`src/rtl/ir_samp_pkg.sv`:
```
package ir_samp_pkg;
    // width of the duration field in one stored byte
    localparam int unsigned LEN_W = 7;
    // saturated duration code
    localparam logic [LEN_W-1:0] LEN_SAT = '1;

    typedef struct packed {
        logic             is_space;
        logic [LEN_W-1:0] len;
    } sample_t;
endpackage

```
`src/rtl/ir_sync_edge.sv`:
```
module ir_sync_edge #(
    parameter int unsigned STAGES = 2
) (
    input  logic clk,
    input  logic rst_n,
    input  logic ir_in,
    output logic level,
    output logic change
);
    typedef struct packed {
        logic [STAGES-1:0] sh;
        logic              lvl;
    } st_t;

    st_t s_d, s_q;

    always_comb begin
        s_d     = s_q;
        s_d.sh  = {s_q.sh[STAGES-2:0], ir_in};
        s_d.lvl = s_q.sh[STAGES-1];
    end

    always_ff @(posedge clk or negedge rst_n) begin
        if (!rst_n) s_q <= '0;
        else        s_q <= s_d;
    end

    assign level  = s_q.lvl;
    assign change = s_q.sh[STAGES-1] != s_q.lvl;
endmodule

```
`src/rtl/ir_run_counter.sv`:
```
module ir_run_counter
    import ir_samp_pkg::*;
#(
    parameter int unsigned PER_W = 7
) (
    input  logic             clk,
    input  logic             rst_n,
    input  logic             en,
    input  logic             us_tick,
    input  logic [PER_W-1:0] period,
    input  logic             level,
    input  logic             change,
    output logic             wr,
    output sample_t          wr_smp,
    output logic             ovf_hit
);
    localparam logic [PER_W-1:0] PER_ONE = {{(PER_W-1){1'b0}}, 1'b1};
    localparam logic [LEN_W-1:0] CNT_ONE = {{(LEN_W-1){1'b0}}, 1'b1};
    localparam logic [LEN_W-1:0] CNT_PRE = LEN_SAT - CNT_ONE;

    typedef struct packed {
        logic [PER_W-1:0] pre;
        logic [LEN_W-1:0] cnt;
        logic             sat;
    } st_t;

    localparam st_t RESTART = '{pre: '0, cnt: CNT_ONE, sat: 1'b0};

    st_t              s_d, s_q;
    logic [PER_W-1:0] per_last;
    logic             tick;

    always_comb begin
        per_last = (period == '0) ? '0 : period - PER_ONE;
        tick     = us_tick && (s_q.pre == per_last);
        s_d      = s_q;
        wr       = 1'b0;
        ovf_hit  = 1'b0;
        wr_smp   = '{is_space: !level, len: s_q.cnt};
        if (!en) begin
            s_d = RESTART;
        end else if (change) begin
            s_d = RESTART;
            wr  = !s_q.sat;
        end else begin
            if (us_tick) s_d.pre = tick ? '0 : s_q.pre + PER_ONE;
            if (tick && !s_q.sat) begin
                s_d.cnt = s_q.cnt + CNT_ONE;
                if (s_q.cnt == CNT_PRE) begin
                    s_d.sat    = 1'b1;
                    wr         = 1'b1;
                    ovf_hit    = 1'b1;
                    wr_smp.len = LEN_SAT;
                end
            end
        end
    end

    always_ff @(posedge clk or negedge rst_n) begin
        if (!rst_n) s_q <= RESTART;
        else        s_q <= s_d;
    end


    nonzero_len_chk: assert property (@(posedge clk) disable iff (!rst_n)
        wr |-> wr_smp.len != '0);


    sat_entry_chk: assert property (@(posedge clk) disable iff (!rst_n)
        $rose(s_q.sat) |-> $past(wr && wr_smp.len == LEN_SAT));


    sat_hold_chk: assert property (@(posedge clk) disable iff (!rst_n)
        s_q.sat |-> s_q.cnt == LEN_SAT);
endmodule

```
`src/rtl/ir_pingpong_buf.sv`:
```
module ir_pingpong_buf #(
    parameter int unsigned HALF = 4
) (
    input  logic                          clk,
    input  logic                          rst_n,
    input  logic                          wr,
    input  logic [7:0]                    wr_byte,
    input  logic [$clog2(2*HALF)-1:0]     rd_addr,
    output logic [7:0]                    rd_data,
    output logic                          half_sel,
    output logic                          half_done
);
    localparam int unsigned DEPTH = 2 * HALF;
    localparam int unsigned AW    = $clog2(DEPTH);
    localparam int unsigned OW    = AW - 1;
    localparam logic [AW-1:0] PTR_ONE = {{(AW-1){1'b0}}, 1'b1};

    typedef struct packed {
        logic [DEPTH-1:0][7:0] mem;
        logic [AW-1:0]         ptr;
        logic                  hsel;
    } st_t;

    st_t s_d, s_q;

    always_comb begin
        s_d       = s_q;
        half_done = wr && (s_q.ptr[OW-1:0] == '1);
        if (wr) begin
            s_d.mem[s_q.ptr] = wr_byte;
            s_d.ptr          = s_q.ptr + PTR_ONE;
        end
        if (half_done) s_d.hsel = s_q.ptr[AW-1];
    end

    always_ff @(posedge clk or negedge rst_n) begin
        if (!rst_n) s_q <= '{mem: '0, ptr: '0, hsel: 1'b1};
        else        s_q <= s_d;
    end

    assign rd_data  = s_q.mem[rd_addr];
    assign half_sel = s_q.hsel;


    half_flip_chk: assert property (@(posedge clk) disable iff (!rst_n)
        half_done |=> s_q.hsel != $past(s_q.hsel));


    idle_hold_chk: assert property (@(posedge clk) disable iff (!rst_n)
        !wr |=> $stable(s_q.ptr) && $stable(s_q.hsel));
endmodule

```
`src/rtl/ir_run_sampler.sv`:
```
module ir_run_sampler
    import ir_samp_pkg::*;
#(
    parameter int unsigned PER_W  = 7,
    parameter int unsigned HALF   = 4,
    parameter int unsigned STAGES = 2
) (
    input  logic                      clk,
    input  logic                      rst_n,
    input  logic                      ir_in,
    input  logic                      us_tick,
    input  logic                      rx_en,
    input  logic                      irq_en,
    input  logic [PER_W:0]            cfg_period,
    input  logic [$clog2(2*HALF)-1:0] rd_addr,
    output logic [7:0]                rd_data,
    output logic                      half_sel,
    output logic                      irq,
    input  logic                      irq_clr
);
    logic    level, change;
    logic    wr, ovf_hit, half_done;
    sample_t wr_smp;
    logic    irq_set;
    logic    irq_d, irq_q;

    ir_sync_edge #(.STAGES(STAGES)) u_sync (
        .clk    (clk),
        .rst_n  (rst_n),
        .ir_in  (ir_in),
        .level  (level),
        .change (change)
    );

    ir_run_counter #(.PER_W(PER_W)) u_cnt (
        .clk     (clk),
        .rst_n   (rst_n),
        .en      (rx_en),
        .us_tick (us_tick),
        .period  (cfg_period[PER_W-1:0]),
        .level   (level),
        .change  (change),
        .wr      (wr),
        .wr_smp  (wr_smp),
        .ovf_hit (ovf_hit)
    );

    ir_pingpong_buf #(.HALF(HALF)) u_buf (
        .clk       (clk),
        .rst_n     (rst_n),
        .wr        (wr),
        .wr_byte   (wr_smp),
        .rd_addr   (rd_addr),
        .rd_data   (rd_data),
        .half_sel  (half_sel),
        .half_done (half_done)
    );

    always_comb begin
        irq_set = irq_en && (half_done || (ovf_hit && cfg_period[PER_W]));
        irq_d   = irq_set || (irq_q && !irq_clr);
    end

    always_ff @(posedge clk or negedge rst_n) begin
        if (!rst_n) irq_q <= 1'b0;
        else        irq_q <= irq_d;
    end

    assign irq = irq_q;


    irq_sticky_chk: assert property (@(posedge clk) disable iff (!rst_n)
        irq_q && !irq_clr |=> irq_q);


    irq_quiet_chk: assert property (@(posedge clk) disable iff (!rst_n)
        !irq_q && !half_done && !ovf_hit |=> !irq_q);


    sat_irq_chk: assert property (@(posedge clk) disable iff (!rst_n)
        ovf_hit && cfg_period[PER_W] && irq_en |=> irq_q);


    rx_off_chk: assert property (@(posedge clk) disable iff (!rst_n)
        !rx_en |-> !wr);
endmodule

```
`config.mk`:
```
export PLATFORM = sky130hd
export DESIGN_NAME = ir_run_sampler
export DESIGN_NICKNAME = d
export VERILOG_FILES = /design/src/rtl/ir_samp_pkg.sv /design/src/rtl/ir_sync_edge.sv /design/src/rtl/ir_run_counter.sv /design/src/rtl/ir_pingpong_buf.sv /design/src/rtl/ir_run_sampler.sv
export SDC_FILE = /design/constraint.sdc
export NUM_CORES = 1
export LEC_CHECK = 0
export BUFFER_PORTS_ARGS = -buffer_cell sky130_fd_sc_hd__buf_2
export CAP_MARGIN = 5
export CORE_MARGIN = 3
export CORE_UTILIZATION = 55
export DETAILED_ROUTE_END_ITERATION = 6
export PLACE_DENSITY = 0.8
export SLEW_MARGIN = 40
export SYNTH_ARGS = -nofsm -noshare
export SYNTH_HDL_FRONTEND = slang
export SYNTH_SLANG_ARGS = --single-unit
```
`constraint.sdc`:
```
create_clock -name clk -period 6 [get_ports clk]
set_input_delay 1.8 -clock clk [delete_from_list [all_inputs] [get_ports clk]]
set_output_delay 1.8 -clock clk [all_outputs]
set_load 0.005 [all_outputs]
```
# After elaboration in Yosys (flattened, before gate mapping)
# Index checks and enable logic that the tools add are counted.
op_classes:
  add_sub_neg: 4
  n_lt_le_gt_ge: 3
  eq_ne: 7
  n_mux: 22
  n_reduce_logical: 14
op_table:
  columns: ["op", "count"]
  rows:
  - ["bitwise mux 64 bit", 1]
  - ["2-to-1 mux 7 bit", 7]
  - ["2-to-1 mux 15 bit", 2]
  - ["binary-select mux 8 bit (select 3 bit)", 1]
  - ["demux 8 bit (select 3 bit)", 1]
  - ["2-to-1 mux 8 bit", 3]
  - ["adder 7 x 1 -> 7 bit, second input constant", 2]
  - ["less-than comparator 3 x 4 -> 1 bit, second input constant", 2]
  - ["equality test 7 bit", 1]
  - ["equality test 7 bit, second input constant", 1]
  - ["logical AND 1 bit", 7]
  - ["zero test 7 bit", 1]
  - ["2-to-1 mux 1 bit", 7]
  - ["subtractor 7 x 1 -> 7 bit, second input constant", 1]
  - ["!= test 3 x 1 -> 1 bit, second input constant", 2]
  - ["adder 3 x 1 -> 3 bit, second input constant", 1]
  - ["greater-or-equal comparator 3 x 1 -> 1 bit, second input constant", 1]
  - ["zero test 1 bit", 3]
  - ["!= test 3 x 2 -> 1 bit, second input constant", 1]
  - ["equality test 2 bit, second input constant", 1]
  - ["logical OR 1 bit", 2]
  - ["AND reduction 2 bit", 1]
  - ["!= test 1 bit", 1]
word_totals:
  regBits: 87
  inputBits: 18
  out_inout_bits: 10
  wordCells: 66

# Longest topological paths before layout
# Gate-level depths: netlist of the first run.
logic_depth:
  depth_word: 12
  depth_mapped: 11
  mapped_depth_nobuf: 9

# Hierarchy
# A second synthesis of the first run with hierarchy kept.
hier_totals:
  cells_unflattened: 329
  area_unflattened_um2: 4468.0
by_module_without_submodules:
  columns: ["mod", "instances", "cells_per_inst", "area_each_um2", "seq_area_each_um2"]
  rows:
  - ["ir_pingpong_buf", 1, 183, 3155.5, 1702.9]
  - ["ir_run_counter", 1, 137, 1184.9, 376.6]
  - ["ir_sync_edge", 1, 4, 83.8, 75.1]
  - ["ir_run_sampler", 1, 5, 43.8, 25.0]

# Worst setup path after synthesis of the first run
# OpenSTA, ideal clock, no wires.
synth_path:
  path_type: "input to output"
  startpoint: "in rd_addr[0]"
  endpoint: "out rd_data[0]"
  t_arrival_ps: 3551
  required_ps: 4200
  slack_ps: 649
  cell_stages: 4
  n_path_buf: 2
  cell_sequence: "clkbuf_1 -> buf_1 -> mux4_2 -> mux2_2"
synth_between:
  elab_chain_cells: 2
synth_lines:
  columns: ["item", "line", "source"]
  rows:
  - ["start: declaration", "ir_run_sampler.sv:15", "input logic [$clog2(2*HALF)-1:0] rd_addr,"]
  - ["binary-select mux 8 bit (select 3 bit)", "ir_pingpong_buf.sv:41", "assign rd_data = s_q.mem[rd_addr];"]
  - ["2-to-1 mux 8 bit (implied by the code)", "ir_pingpong_buf.sv:41", null]
  - ["end: declaration", "ir_run_sampler.sv:16", "output logic [7:0] rd_data,"]
# No other way between the ends. The select of a mux whose other input is x is not followed.

# Worst setup path in the final report of the first run
layout_path:
  startpoint: "in rd_addr[0]"
  endpoint: "out rd_data[3]"
# Same word-level chain as after synthesis.

==> results of run 1 <==
==> synth_stat cells, types with 3 or more instances <==
cell type  number  share of area
dfrtp_1        85           0.48
mux2_2         49           0.13
nand2_1        22          0.019
mux4_2         16          0.082
nor2_1         16          0.014
inv_1          15          0.013
clkbuf_1       12          0.010
nand3_1        12          0.014
mux2i_1        10          0.023
a21oi_1         9          0.010
a2bb2oi_1       8          0.016
o21ai_0         8         0.0091
o22a_1          8          0.016
or4_1           6          0.010
ha_1            5          0.014
o31ai_1         5         0.0085
xnor2_1         5         0.0099
a21oi_4         4          0.015
buf_1           4         0.0034
nand2b_1        4         0.0057
nand3b_1        4         0.0068
nor3b_1         4         0.0068
a21o_1          3         0.0051
a31oi_1         3         0.0043
xor2_1          3         0.0060
==> final timing paths <==
path	from	endpoint	slack (ns)	cells past startpoint
max reg2reg	u_cnt.s_q[8]	u_buf.s_q[62]	2.83	7
max	rd_addr[0]	rd_data[3]	0.95	4
min reg2reg	u_sync.s_d[2]	u_sync.s_d[0]	0.38	0
min	u_sync.s_d[2]	u_sync.s_d[0]	0.38	0
max in group asynchronous	rst_n	u_buf.s_q[42]	4.07	1
min in group asynchronous	rst_n	u_buf.s_q[3]	1.48	1
==> final cells by class <==
cell class / count / area (um^2) / area share
Sequential cell: 87 / 2180 / 0.452
Clock inverter: 6 / 68.8 / 0.0143
Clock buffer: 10 / 138 / 0.0286
Inverter: 15 / 56.3 / 0.0117
Tap cell: 99 / 124 / 0.0257
Timing Repair Buffer: 28 / 151 / 0.0314
Multi-Input combinational cell: 233 / 2100 / 0.436
==> cell families (layout without fill, tap and decap cells) <==
group	after synthesis	after routing	share of synthesized area
and+or+nand+nor	84	84	0.0989
muxes	75	75	0.230
xor gates and xnor gates	8	8	0.0159
AOI/OAI and AO/OA	61	61	0.115
adders and majority gates	5	5	0.0142
buffers and inverters	34	59	0.0313
DFF	87	87	0.495
==> flip-flops by register name, summed over array words and instances (netlist names) <==
| signal | cells |
|---|---|
| u_cnt.s_q | 15 |
| u_buf.s_q | 67 |
| u_sync.s_d | 2 |
| irq | 1 |
| u_sync.level | 1 |
| u_buf.half_sel | 1 |
==> power groups by stage <==
stage	Clock [mW]	Sequential (mW)	Combinational (mW)
final	0.421	0.751	0.295
after global routing	0.455	0.764	0.328
after CTS	0.432	0.750	0.297
after detailed placement	0	0.760	0.294
after global placement	0	0.756	0.285
after floorplan	0	0.728	0.234
==> layer usage <==
metal  GRT usage  up-vias  wire [um]
li1            -     1347          -
met1       0.306     1534       4250
met2       0.359       84       4450
met3      0.0537       15        404
met4      0.0711        0        161
met5           0        -          0
==> worst max-delay path: cells and delay by family <==
kind	cells	cell delay (ns)
multiplexers	2	0.86
buffers and inverters	2	0.58
==> results.md, run 1 <==
Power and ir drop:
- Across the VDD grid, the largest voltage drop is 136 uV.
- The internal power is 1.05 mW.
- The switching part of the total power is 0.287.
- Of the total power, the clock network draws 0.287.
- The part of the power in combinational logic is 0.201.
- The total power consumption of the routed design is 1.47 mW.
- The total net switching power is 422 uW.
- The sequential share of power is 0.512.
- Summed over all cells, the static leakage comes to around 2.1 nW.
- In this run the power density over the cells is 304 mW/mm^2.

Drt:
- The post-route antenna net violation count is 0.
- The via density per instance is 6.23.
- After detailed routing, the average wire length per cell comes to 19.4 um.
- After detailed routing, the total wire length is 9260 um.
- The number of search-and-repair iterations in the first detailed-routing pass is 4.
- For this block, the via count after detailed routing is 2980.
- The remaining routing DRC violations is 0.
- In this run, the number of DRC markers left after iteration 0 of detailed routing was about 160.

Clock tree:
- After clock tree synthesis, the repair step resized 0 gates.
- The total setup buffers inserted after CTS is 0.
- The hold buffer count at cts is 0.
- After clock tree synthesis, the clock-pin slew on the worst setup and hold paths is 0.09 ns.
- The count of H-tree levels built during CTS is 3.
- TritonCTS created 9 clock buffers.
- The maximum count of clock buffers along a single path is 2.
- Clock tree synthesis selected as its root buffer the cell clkbuf_8.
- The clock drives 87 sinks.
- For the worst-skew pair, the clock arrives at the later sink with an insertion delay of between 0.3 and 0.4 ns.
- TritonCTS built the clock tree.

Final layout:
- The top cell types in the final layout, fill and taps aside, are dfrtp_1 (85), mux2_2 (49), buf_2 (26), nand2_1 (22).
- The filler-free cell count of the finished design is 478.
- The core utilization of the finished layout is 0.640.
- After filler insertion, the fill cell instance count of the layout stands at 578.
- The area overhead of the layout relative to synthesis is 9.43%.
- The layout cell share with drive strength beyond 1 is 0.332.
- The count of antenna diodes in the layout is 0.
- After routing the design area is 0.00482 mm^2.
- The leading cell type in the layout, fill and taps excluded is dfrtp_1.
- The final layout net count is 397.

Critical path:
- STA puts the critical path data required time at 4.20 ns.
- By instance count, the cell type seen most on the critical path is buf_2.
- STA classifies the critical path endpoint as a primary output.
- Of all nets on the critical path, the largest fanout is 16.
- At the worst endpoint, the arrival time is 3.25 ns.
- The signal on the critical path passes through buf_2 -> mux4_2 -> mux2_2 -> buf_2.
- The largest incremental delay on the critical path is 0.58 ns.
- The critical path's slowest cell is mux4_2.
- The path type of the worst setup path is in2out.
- The startpoint class of the critical path is an input port.

Timing:
- The clock period could shrink to about 5.0 ns.
- The least setup slack across all paths after layout is 0.953 ns.
- The final cycle utilization of the critical path is 0.841.
- The max-slew violation count is 0.
- Setup violations remaining at the end of the flow were counted as 0.
- In this run the tightest slew margin relative to its limit is 0.561.
- Setup total negative slack on the finished layout was measured at 0 ns.
- Setup repair after global routing left no endpoint under its margin.
- For the final database, setup skew stands at 0.0112 ns.
- The actual slew at the worst max-slew pin is 0.658 ns.
- The worst hold slack after final layout is 0.381 ns.
- Based on the critical path, the design can be clocked at up to 0.198 GHz.
- The final hold violation count is 0.

GRT:
- The pin count of the biggest net entering global routing is 88.
- The total congestion overflow after global routing is 0.
- The first global-routing pass estimated approximately 16000 um of wire.
- The initial antenna violation count was 0.
- The number of global-route vias before repair is ~3000.
- The total routing usage reported by global routing is 0.225.

Yosys:
- The count of cell types in the netlist is between 40 and 50.
- For this run, the register share of the synthesized area comes to 0.495.
- The main flop type after synthesis is dfrtp_1.
- The count of synthesis-stage warnings from yosys is 0.
- The synthesized instance count is 354.
- For this run, asynchronously set or reset flops after synthesis account for 1.00.
- After synthesis, the mean cell area works out to 12.4 um^2.
- The number of enable flip-flop cells after synthesis is 0.
- The total of flip-flops plus latches after synthesis is between 80 and 90.
- Counting every net in the synthesized netlist gives 377.
- The post-synth design cell area is 0.00440 mm^2.

Floorplan:
- In this run the vertical extent of the chip is 95.5 um.
- The starting density of the core is 0.585.
- The number of top-level design ports is 28.
- The floorplan row count is 31.
- The horizontal die dimension is 95.5 um.
- The die outline area is 0.00911 mm^2.
- The placeable core region is between 0.007 and 0.008 mm^2.

Place:
- During placement, the flow inserted port buffers numbering 27.
- Once detailed placement completed, the half-perimeter wirelength came to 6200 um.
- Counting tap cells, the placed design contains a total of 462 instances.
- Routability-driven placement finished with a final weighted congestion of between 0.8 and 0.9.
- The cell area reported after detailed placement is 0.00460 mm^2.
- The worst slack at placement is 0.675 ns.

Hold path:
- The type of the worst min-delay path is reg2reg.

Flow run:
- The reported max-cap violation count is 0.

Run status:
- The run finished with clean final reports.
No activity file was read; power rests on OpenSTA's default activity.
==> run 2: changes to the inputs <==
- PLACE_DENSITY: 0.8 -> 0.83
- clock period: 6 -> 4.09 ns (I/O delays scaled with it)
==> run 2 against run 1 <==
  * Non-clock buffer count is 20 higher
  * Die area stayed put
  * Power is 46% higher
  * Cell area is 3.6% higher
  * Sequential share of layout area is 1.6 points lower
  * Sequential power is 48% higher
  * Clock skew is 0.0057 ns lower
  * Critical endpoint is now u_buf.s_q[33]
  * Largest power group unchanged
  * Highest routed layer unchanged
==> results.md, run 2 (same netlist as run 1, synthesis figures left out) <==
Final layout:
- The number of flip-flops in the largest register is 67.
- The filler-free cell count of the finished design is 498.
- The layout cell share with drive strength beyond 1 is 0.358.
- The count of antenna diodes in the layout is 0.
- The post-route cell area is roughly 0.005 mm^2.
- The leading cell type in the layout, fill and taps excluded is dfrtp_1.
- After the last flow step, the layout net total stands at 417.
- The register with the most flip-flops in the final layout is u_buf.s_q.
- In the layout the commonest cells are dfrtp_1 (85), mux2_2 (49), buf_2 (26), nand2_1 (22), buf_4 (17).
- The area overhead of the layout relative to synthesis is 13.4%.

Drt:
- The mean routed wirelength per cell is 20.0 um.
- For this run, the detailed router's first-pass iteration total came to 4.
- The count of vias placed by the detailed router is 3053.
- The total wire length is 9940 um.
- The via density per instance is 6.13.
- Once detail routing completed, the nets flagged for antenna violations numbered 0.
- For this block, the initial DRC count from the detailed router was 157.
- After detailed routing, the number of remaining DRC violations is 0.

Clock tree:
- The register clock-pin slew on the reported worst setup and hold paths is 0.08 ns.
- The root buffer cell chosen for the clock tree is clkbuf_8.
- The hold buffer count at cts is 0.
- The total setup buffers inserted after CTS is 0.
- The number of gates given a new drive strength after cts is 0.
- The insertion delay to the later sink of the worst-skew pair is 0.35 ns.
- CTS built an H-tree with a depth of 3.
- The maximum count of clock buffers along a single path is 2.
- The clock drives 87 sinks.
- The clock tree from TritonCTS is done.
- TritonCTS created 9 clock buffers.

Timing:
- The actual slew at the worst max-slew pin is between 0.6 and 0.7 ns.
- The worst hold slack after final layout is ~0.38 ns.
- Setup repair after global routing left no endpoint under its margin.
- Counting I/O delays and the setup requirement, the final critical path takes between 3 and 4 ns.
- Setup violations remaining at the end of the flow were counted as 0.
- The max-slew headroom at the worst pin is 0.582.
- In the finished design, the share of the clock period the worst path needs comes to 0.931.
- The max-slew violation count is 0.
- The final hold violation count is 0.
- The maximum clock skew at final layout is 0.00544 ns.
- Across all setup checks in the final design, the least slack found is 0.280 ns.
- Timing would allow up to 0.262 GHz.
- In the final timing run, aggregate negative setup slack is 0 ns.

Critical path:
- The worst-case register-to-register setup slack is 1.33 ns.
- The critical-path maximum fanout is 12.
- The number of cells traversed by the worst register-to-register path is 8.
- Data on the critical path is required at its endpoint by 4.33 ns.
- By startpoint and endpoint, the worst setup path is classified as in2reg.
- The worst register-to-register path ends at u_buf.s_q[33].
- For the worst setup path, the data arrival time is 4.05 ns.
- The startpoint class of the critical path is an input port.
- The worst setup path is captured at a flip-flop.
- The startpoint of the worst register-to-register path is u_cnt.s_q[8].

Hold path:
- In this run the most critical hold path is launched from u_sync.s_d[2].
- The type of the worst min-delay path is reg2reg.
- The path with the worst hold slack has its endpoint at u_sync.s_d[0].
- The worst hold path was traced through 0 stages.

GRT:
- The initial antenna violation count is 0.
- The total routing usage reported by global routing is 0.237.
- The global-route wire length before repair is 16400 um.
- Entering global routing, the biggest net connects 71 pins.
- The number of global-route vias before repair is 3247.
- After global routing the overflow that remains totals 0.

Place:
- The number of buffer cells added on primary ports is 27.
- The placer congestion estimate is 0.883.
- The number of cells after detailed placement is 482.
- The placed wire-length estimate is 6760 um.
- The worst slack at placement is -0.195 ns.
- Summing all placed instances gives a cell area of about 0.0048 mm^2.

Floorplan:
- The die covers 0.00911 mm^2.
- In this run the core area contains 31 standard-cell rows.
- The initial utilization of the core area, before any placement, comes to 0.585.
- The placeable core region is between 0.007 and 0.008 mm^2.
- The y dimension of the die is ~95 um.
- The die is 95.5 um wide.
- 28 I/O pins were placed.

Power and ir drop:
- The analysis attributes to cell leakage a power of 2.22 nW.
- The power per cell area is 430 mW/mm^2.
- The worst IR drop on VDD is 214 uV.

Run status:
- The run finished with clean final reports.

Flow run:
- The reported max-cap violation count is 0.
## run 2: cell count changes in the layout (fill, tap and decap cells not counted), sizes merged
cell      delta
clkinv       +2
inv          -1
buf         +21
clkbuf       +3
clkinvlp     -4
bufinv       -1
## run 2: worst max path at each step
stage / startpoint / to / slack, ns / depth (start not counted)
after floorplan: rd_addr[0] / rd_data[0] / 0.13 / 4
after global placement: cfg_period[1] / u_buf.s_q[34] / -0.02 / 10
after detailed placement: cfg_period[1] / u_buf.s_q[33] / -0.20 / 10
after CTS: cfg_period[1] / u_buf.s_q[33] / 0.18 / 10
after global routing: cfg_period[2] / u_buf.s_q[33] / 0.22 / 9
final: cfg_period[2] / u_buf.s_q[33] / 0.28 / 9
## run 2: metrics by stage
step | util | power, mW
global placement | 0.638 | 1.55
global route | 0.664 | 2.25
floorplan | - | 1.41
finish | 0.664 | 2.15
detailed placement | 0.638 | 1.59
CTS | 0.663 | 2.16
## run 2: worst max-delay path: stages
cell and delay [ns]:
buf_2 0.11, or3_1 0.38, or4_1 0.46, a32oi_1 0.30, nand3b_1 0.10, or4_1 0.47, buf_4 0.24, a21boi_4 0.37
mux2_2 0.39
## run 2: cell type report
type,count,area (um^2)
multi-input cells,233,2100
well taps,99,124
inverters,15,56.3
repair buffers,48,349
fillers,544,2530
clock inverters,2,13.8
flip-flops and latches,87,2180
clock buffers,14,173
## run 2: metal layers
layer  part of all wire  GRT usage  up-vias
met5                  0          0        -
met4              0.017     0.0723        0
met3              0.057     0.0592       15
met2               0.51      0.383       92
met1               0.42      0.318     1563
li1                   -          -     1383
## run 2: power breakdown
group          switching [mW]  leakage [nW]  total, mW  internal, mW
Combinational           0.213         0.998      0.470         0.257
Clock                   0.299        0.0967      0.571         0.272
Sequential              0.104          1.13       1.11          1.00
